==> config.mk <==
export PLATFORM = sky130hd
export DESIGN_NAME = adc_serial_port
export DESIGN_NICKNAME = d
export VERILOG_FILES = /design/src/rtl/adcsp_pkg.sv /design/src/rtl/adcsp_master_gen.sv /design/src/rtl/adcsp_slave_trk.sv /design/src/rtl/adc_serial_port.sv
export SDC_FILE = /design/constraint.sdc
export NUM_CORES = 1
export LEC_CHECK = 0
export BUFFER_PORTS_ARGS = -buffer_cell sky130_fd_sc_hd__buf_2
export CORE_MARGIN = 1.5
export CORE_UTILIZATION = 55
export CTS_CLUSTER_SIZE = 8
export DETAILED_ROUTE_END_ITERATION = 16
export PLACE_DENSITY = 0.76
export SLEW_MARGIN = 20
export SYNTH_ARGS = -nofsm -noshare
export SYNTH_HDL_FRONTEND = slang
export SYNTH_HIERARCHICAL = 1
export SYNTH_SLANG_ARGS = --single-unit
==> constraint.sdc <==
create_clock -name clk -period 3.2 [get_ports clk]
set_input_delay 0.48 -clock clk [delete_from_list [all_inputs] [get_ports clk]]
set_output_delay 0.48 -clock clk [all_outputs]
set_load 0.02 [all_outputs]
==> src/rtl/adcsp_pkg.sv <==
package adcsp_pkg;

    typedef enum logic [1:0] {
        DIV_BY1 = 2'd0,
        DIV_BY2 = 2'd1,
        DIV_BY4 = 2'd2,
        DIV_BY8 = 2'd3
    } sclk_div_e;

    typedef struct packed {
        logic      slave;
        logic      straight;
        logic      sync_lo;
        logic      inv;
        logic      rd_during;
        sclk_div_e div;
    } port_mode_t;

    // Output coding: two's complement flips the top bit only.
    function automatic logic coded_msb(input logic msb, input logic straight);
        return straight ? msb : ~msb;
    endfunction

endpackage

==> src/rtl/adcsp_master_gen.sv <==
module adcsp_master_gen #(
    parameter int NBITS = 16,
    parameter int DIV_W = 2
) (
    input  logic             clk,
    input  logic             rst,
    input  logic             start,
    input  logic             fast,
    input  logic [DIV_W-1:0] div,
    output logic             active,
    output logic             ph,
    output logic             upd
);
    localparam int NEDGE = 2 * NBITS;
    localparam int EW    = $clog2(NEDGE);
    localparam int HC_W  = 1 << DIV_W;

    logic [EW-1:0]   edges;
    logic [HC_W-1:0] hcnt;
    logic [HC_W-1:0] lim;
    logic            tick;

    always_comb begin
        lim  = fast ? '0 : HC_W'((32'd1 << div) - 32'd1);
        tick = active && (hcnt == lim);
        upd  = tick && !ph;
    end

    always_ff @(posedge clk) begin
        if (rst) begin
            active <= 1'b0;
            ph     <= 1'b0;
            hcnt   <= '0;
            edges  <= '0;
        end else if (start) begin
            active <= 1'b1;
            ph     <= 1'b0;
            hcnt   <= '0;
            edges  <= '0;
        end else if (tick) begin
            hcnt  <= '0;
            ph    <= ~ph;
            edges <= edges + 1'b1;
            if (edges == EW'(NEDGE - 1))
                active <= 1'b0;
        end else if (active) begin
            hcnt <= hcnt + 1'b1;
        end
    end
endmodule

==> src/rtl/adcsp_slave_trk.sv <==
module adcsp_slave_trk #(
    parameter int NBITS = 16
) (
    input  logic clk,
    input  logic rst,
    input  logic en,
    input  logic cs_n,
    input  logic sck,
    input  logic inv,
    input  logic sdin,
    input  logic load,
    output logic upd,
    output logic sdin_q,
    output logic rd_err
);
    localparam int CW = $clog2(NBITS + 1);

    logic [2:0]    sck_p;
    logic [1:0]    sd_p;
    logic [CW-1:0] cnt;

    assign upd    = en && !cs_n && sck_p[1] && !sck_p[2];
    assign sdin_q = sd_p[1];

    always_ff @(posedge clk) begin
        if (rst) begin
            sck_p  <= '0;
            sd_p   <= '0;
            cnt    <= CW'(NBITS);
            rd_err <= 1'b0;
        end else begin
            sck_p  <= {sck_p[1:0], sck ^ inv};
            sd_p   <= {sd_p[0], sdin};
            rd_err <= 1'b0;
            if (load) begin
                rd_err <= en && (cnt != '0) && (cnt != CW'(NBITS));
                cnt    <= '0;
            end else if (upd && cnt != CW'(NBITS)) begin
                cnt <= cnt + 1'b1;
            end
        end
    end
endmodule

==> src/rtl/adc_serial_port.sv <==
module adc_serial_port
    import adcsp_pkg::*;
#(
    parameter int DATA_W = 16
) (
    input  logic              clk,
    input  logic              rst,
    input  logic [DATA_W-1:0] res_data,
    input  logic              res_valid,
    input  logic              conv_start,
    input  logic              slave_sel,
    input  logic              straight_bin,
    input  logic              sync_act_low,
    input  logic              sclk_invert,
    input  logic              read_during,
    input  logic [1:0]        div_sel,
    input  logic              cs_n,
    input  logic              rd_n,
    input  logic              sclk_in,
    input  logic              sdin,
    output logic              sdo,
    output logic              sdo_oe,
    output logic              sclk_out,
    output logic              sclk_oe,
    output logic              sync_out,
    output logic              sync_oe,
    output logic              rd_err
);
    port_mode_t        cfg;
    logic [DATA_W-1:0] coded;
    logic [DATA_W-1:0] sreg;
    logic [DATA_W-1:0] held;
    logic              sdo_q;
    logic              m_start, m_active, m_ph, m_upd;
    logic              s_upd, s_sdin, s_load;
    logic              bus_en;

    always_comb begin
        cfg.slave     = slave_sel;
        cfg.straight  = straight_bin;
        cfg.sync_lo   = sync_act_low;
        cfg.inv       = sclk_invert;
        cfg.rd_during = read_during;
        cfg.div       = sclk_div_e'(div_sel);
        coded = {coded_msb(res_data[DATA_W-1], cfg.straight), res_data[DATA_W-2:0]};
        m_start = !cfg.slave && (cfg.rd_during ? conv_start : res_valid);
        s_load  = cfg.slave && res_valid;
    end

    adcsp_master_gen #(.NBITS(DATA_W), .DIV_W(2)) u_mgen (
        .clk    (clk),
        .rst    (rst),
        .start  (m_start),
        .fast   (cfg.rd_during),
        .div    (cfg.div),
        .active (m_active),
        .ph     (m_ph),
        .upd    (m_upd)
    );

    adcsp_slave_trk #(.NBITS(DATA_W)) u_strk (
        .clk    (clk),
        .rst    (rst),
        .en     (cfg.slave),
        .cs_n   (cs_n),
        .sck    (sclk_in),
        .inv    (cfg.inv),
        .sdin   (sdin),
        .load   (s_load),
        .upd    (s_upd),
        .sdin_q (s_sdin),
        .rd_err (rd_err)
    );

    always_ff @(posedge clk) begin
        if (rst) begin
            sreg  <= '0;
            held  <= '0;
            sdo_q <= 1'b0;
        end else begin
            if (res_valid)
                held <= coded;
            if (m_start) begin
                sreg  <= cfg.rd_during ? held : coded;
                sdo_q <= 1'b0;
            end else if (s_load) begin
                sreg <= coded;
            end else if (!cfg.slave && m_upd) begin
                sdo_q <= sreg[DATA_W-1];
                sreg  <= {sreg[DATA_W-2:0], 1'b0};
            end else if (s_upd) begin
                sdo_q <= sreg[DATA_W-1];
                sreg  <= {sreg[DATA_W-2:0], s_sdin};
            end
        end
    end

    always_comb begin
        bus_en   = !cs_n && !rd_n;
        sdo      = sdo_q;
        sdo_oe   = bus_en;
        sclk_out = m_ph ^ cfg.inv;
        sclk_oe  = bus_en && !cfg.slave;
        sync_out = m_active ^ cfg.sync_lo;
        sync_oe  = bus_en && !cfg.slave;
    end
endmodule

==> impl_metrics.json <==
{
  "drc_errors": 0,
  "cts_setup_buffers": 0,
  "criticalPathCategory": "register to register",
  "status": "finished clean",
  "async_flop_share_pct": 0,
  "intPower_uw": 1030,
  "hold_path.startpoint": "sdin",
  "clkTransAtPathRegs_ns": 0.10,
  "antenna_found_initial": 0,
  "p_leak_uw": 0.001422,
  "fp-row-count": 27,
  "rrSetupSlack_ns": 0.63,
  "fin_worst_skew_ns": 0.009232,
  "grt_max_degree": 29,
  "r2r_start": "u_mgen/active",
  "start_kind": "register",
  "drt_iter0_drc": 159,
  "tightest_slew_ns": 0.8715,
  "grt_pass1_vias": 2532,
  "clock_power_share_pct": 29.7,
  "min_path_cells": 2,
  "synth_ff_type": "dfxtp_1",
  "htreeDepth": 2,
  "grt_pass1_wl_um": 11560,
  "route.met2.wl_um": 3475,
  "synth.distinct_cells": 67,
  "period_minus_slack_ns": 2.572,
  "syn2layout_area_growth_pct": 7.939,
  "wirelength_um": 6764,
  "max_stage_delay_ns": 0.72,
  "min_to": "u_strk/sd_p[0]",
  "worstPathRequired_ns": 3.43,
  "multiInputGateArea_um2": 1883,
  "p_sw_uw": 399.0,
  "antenna_cells": 0,
  "path_delay_family": "compound AO/OA/AOI/OAI gates",
  "clock_path_buffers": 2,
  "die_h_um": 79.27,
  "path_max_fanout": 12,
  "ys_ff_latch": 55,
  "synth_edf_count": 0,
  "worstPathArrival_ns": 2.80,
  "final_nets": 400,
  "hpwl_um": 4720,
  "fin_util_pct": 61.95,
  "vias": 2592,
  "ctsHoldBuffers": 0,
  "drive_gt1_share_pct": 24.93,
  "cts_buffers": 5,
  "yosysSeqAreaShare_pct": 34.42,
  "max_freq_ghz": 0.3889,
  "wl_met3_um": 259,
  "slew_headroom_pct": 41.42,
  "worstSetupEndpointType": "register",
  "cts.sinks": 55,
  "p_sw_share_pct": 27.91,
  "postRouteAntennaNets": 0,
  "finalMaxSlewViolations": 0,
  "critPathSlowestCell": "nor4_2",
  "fillers": 495,
  "cap_violations": 0,
  "vdd_drop_max_uv": 255.3,
  "place_area_um2": 3349,
  "final-hold-violation-count": 0,
  "setup_viol": 0,
  "die_w_um": 79.27,
  "worst-path-buf-inv": 0,
  "met1_length_um": 2973,
  "hold_class": "input pin to register",
  "syn_nets": 375,
  "synth_cells": 339,
  "p_seq_share_pct": 51.8,
  "overflow": 0,
  "ff2ff_path_depth": 6,
  "rsz0062_at_grt": "false",
  "firstDrtPassIters": 4,
  "start_util_pct": 57.40,
  "totalNegativeSetupSlack_ns": 0,
  "synth_warnings": 6,
  "cts_resized": 0,
  "design_area_um2": 3453,
  "gr-usage-all-layers_pct": 22.98,
  "io_pins": 38,
  "wl_per_cell_um": 15.48,
  "drt-vias-per-instance": 5.931,
  "fp.coreArea_um2": 5574,
  "pwr-share-comb_pct": 18.5,
  "syn_area_um2": 3199,
  "cp_cell_sequence": "o311ai_2 > nor4_2 > o21ba_4 > o32a_4 > nor2_1 > o41ai_2",
  "p_per_area_nw_per_um2": 413.9,
  "area.sequential_um2": 1101,
  "min_period_over_period_pct": 80.36,
  "place_congestion": 0.8585,
  "clock-root-buffer": "clkbuf_8",
  "cts_tree": "built",
  "die_area_um2": 6284,
  "r2r-end": "sreg[15]",
  "port_buffers": 37,
  "clk_latency_ns": 0.31,
  "syn-mean-instance-area_um2": 9.438,
  "top_layer_used": "met4"
}
-- metal layers --
metal | up-vias | track usage (%)
met5 | - | 0
met4 | 0 | 7.544
met3 | 7 | 3.333
met2 | 62 | 41.62
met1 | 1232 | 27.68
li1 | 1291 | -
-- registers in the layout (all words and copies together) (netlist names) --
name           flops
held              16
sdo                1
sreg              16
u_mgen/active      1
u_mgen/edges       5
u_mgen/hcnt        4
u_mgen/ph          1
u_strk/cnt         5
u_strk/rd_err      1
u_strk/sck_p       3
u_strk/sd_p        2
-- kinds of logic (layout without fill, tap and decap cells) --
group | count (synthesis) | in the layout | synth area share, %
XOR/XNOR | 6 | 6 | 1.643
AND/OR/NAND/NOR | 110 | 110 | 19.40
multiplexers | 43 | 43 | 14.12
adder cells (fa/ha/maj) | 5 | 5 | 1.955
flip-flops | 55 | 55 | 34.42
buffers and inverters | 38 | 64 | 6.726
AO/OA/AOI/OAI | 82 | 82 | 21.74
-- Yosys cell counts, types with 2 or more instances --
cell | instances | area (um^2)
buf_6 | 7 | 78.83
o311a_1 | 2 | 20.02
o2bb2ai_1 | 2 | 17.52
or3_1 | 2 | 12.51
a2bb2oi_1 | 4 | 35.03
buf_4 | 3 | 22.52
a21oi_1 | 28 | 140.1
dfxtp_1 | 55 | 1101
o221ai_2 | 9 | 135.1
xnor2_1 | 2 | 17.52
clkbuf_1 | 6 | 22.52
o31ai_1 | 4 | 30.03
mux2i_1 | 31 | 310.3
o21ai_0 | 8 | 40.04
inv_2 | 3 | 11.26
nor4_2 | 2 | 25.02
o21a_1 | 3 | 22.52
and3_1 | 2 | 12.51
nor2b_1 | 6 | 37.54
nand4b_1 | 2 | 17.52
nand2_1 | 16 | 60.06
nand2b_1 | 3 | 18.77
buf_2 | 7 | 35.03
nand3_1 | 31 | 155.2
nand4_1 | 3 | 18.77
ha_1 | 5 | 62.56
xor2_1 | 4 | 35.03
inv_1 | 11 | 41.29
nor3_1 | 4 | 20.02
mux2_2 | 10 | 112.6
nor2_1 | 27 | 101.4
a211oi_1 | 2 | 15.01
-- metrics by stage --
stage	std cells	hold slack (ns)	setup slack [ns]	total power (uW)
global placement	429	0.4204	0.5201	1012
detailed placement	429	0.4340	0.4088	1020
global route	437	0.3920	0.3950	1502
CTS	437	0.3735	0.6165	1444
finish	437	0.3847	0.6285	1429
floorplan	339	0.4138	0.7999	959.1
-- layout make-up --
cell class	instances	share of cell area (%)
clock inverter	1	0.2174
timing repair buffer	42	6.449
sequential	55	31.88
clock buffer	7	2.790
multi-input combinational	246	54.53
tap	72	2.609
inverter	14	1.522
-- worst max path at each step --
| stage | start | to | slack, ns | cells after the start |
|---|---|---|---|---|
| 5_1_grt | u_mgen/active | sreg[15] | 0.40 | 6 |
| 6_report | u_mgen/active | sreg[15] | 0.63 | 6 |
| 4_1_cts | u_mgen/active | sreg[15] | 0.62 | 6 |
| 2_1_floorplan | div_sel[0] | sreg[10] | 0.80 | 9 |
| 3_3_place_gp | div_sel[1] | sreg[15] | 0.52 | 8 |
| 3_5_place_dp | div_sel[1] | sreg[15] | 0.41 | 8 |
-- power by group through the flow --
stage | Clock (uW) | Sequential (uW) | Combinational (uW)
after floorplan | 0 | 748 | 211
after global placement | 0 | 755 | 257
after detailed placement | 0 | 756 | 264
after CTS | 439 | 740 | 265
after global routing | 466 | 745 | 291
final | 425 | 740 | 265
-- worst register-to-register path: stages, from the launching register on --
cell      delay, ns
dfxtp_1        0.55
o311ai_2       0.30
nor4_2         0.72
o21ba_4        0.25
o32a_4         0.30
nor2_1         0.08
o41ai_2        0.29
-- layout by cell type (no fill, tap or decap), types with 3 or more instances in the layout --
cell | Yosys | final
buf_4 | 3 | 5
o21ai_0 | 8 | 8
dfxtp_1 | 55 | 55
nand4_1 | 3 | 3
nand3_1 | 31 | 31
nor3_1 | 4 | 4
clkbuf_8 | 0 | 7
a21oi_1 | 28 | 28
nor2_1 | 27 | 27
inv_1 | 11 | 11
xor2_1 | 4 | 4
o31ai_1 | 4 | 4
nor2b_1 | 6 | 6
inv_2 | 3 | 3
buf_2 | 7 | 37
ha_1 | 5 | 5
mux2_2 | 10 | 10
o21a_1 | 3 | 3
o221ai_2 | 9 | 9
mux2i_1 | 31 | 31
a2bb2oi_1 | 4 | 4
nand2b_1 | 3 | 3
nand2_1 | 16 | 16
Power figures use the tool's default switching activity.
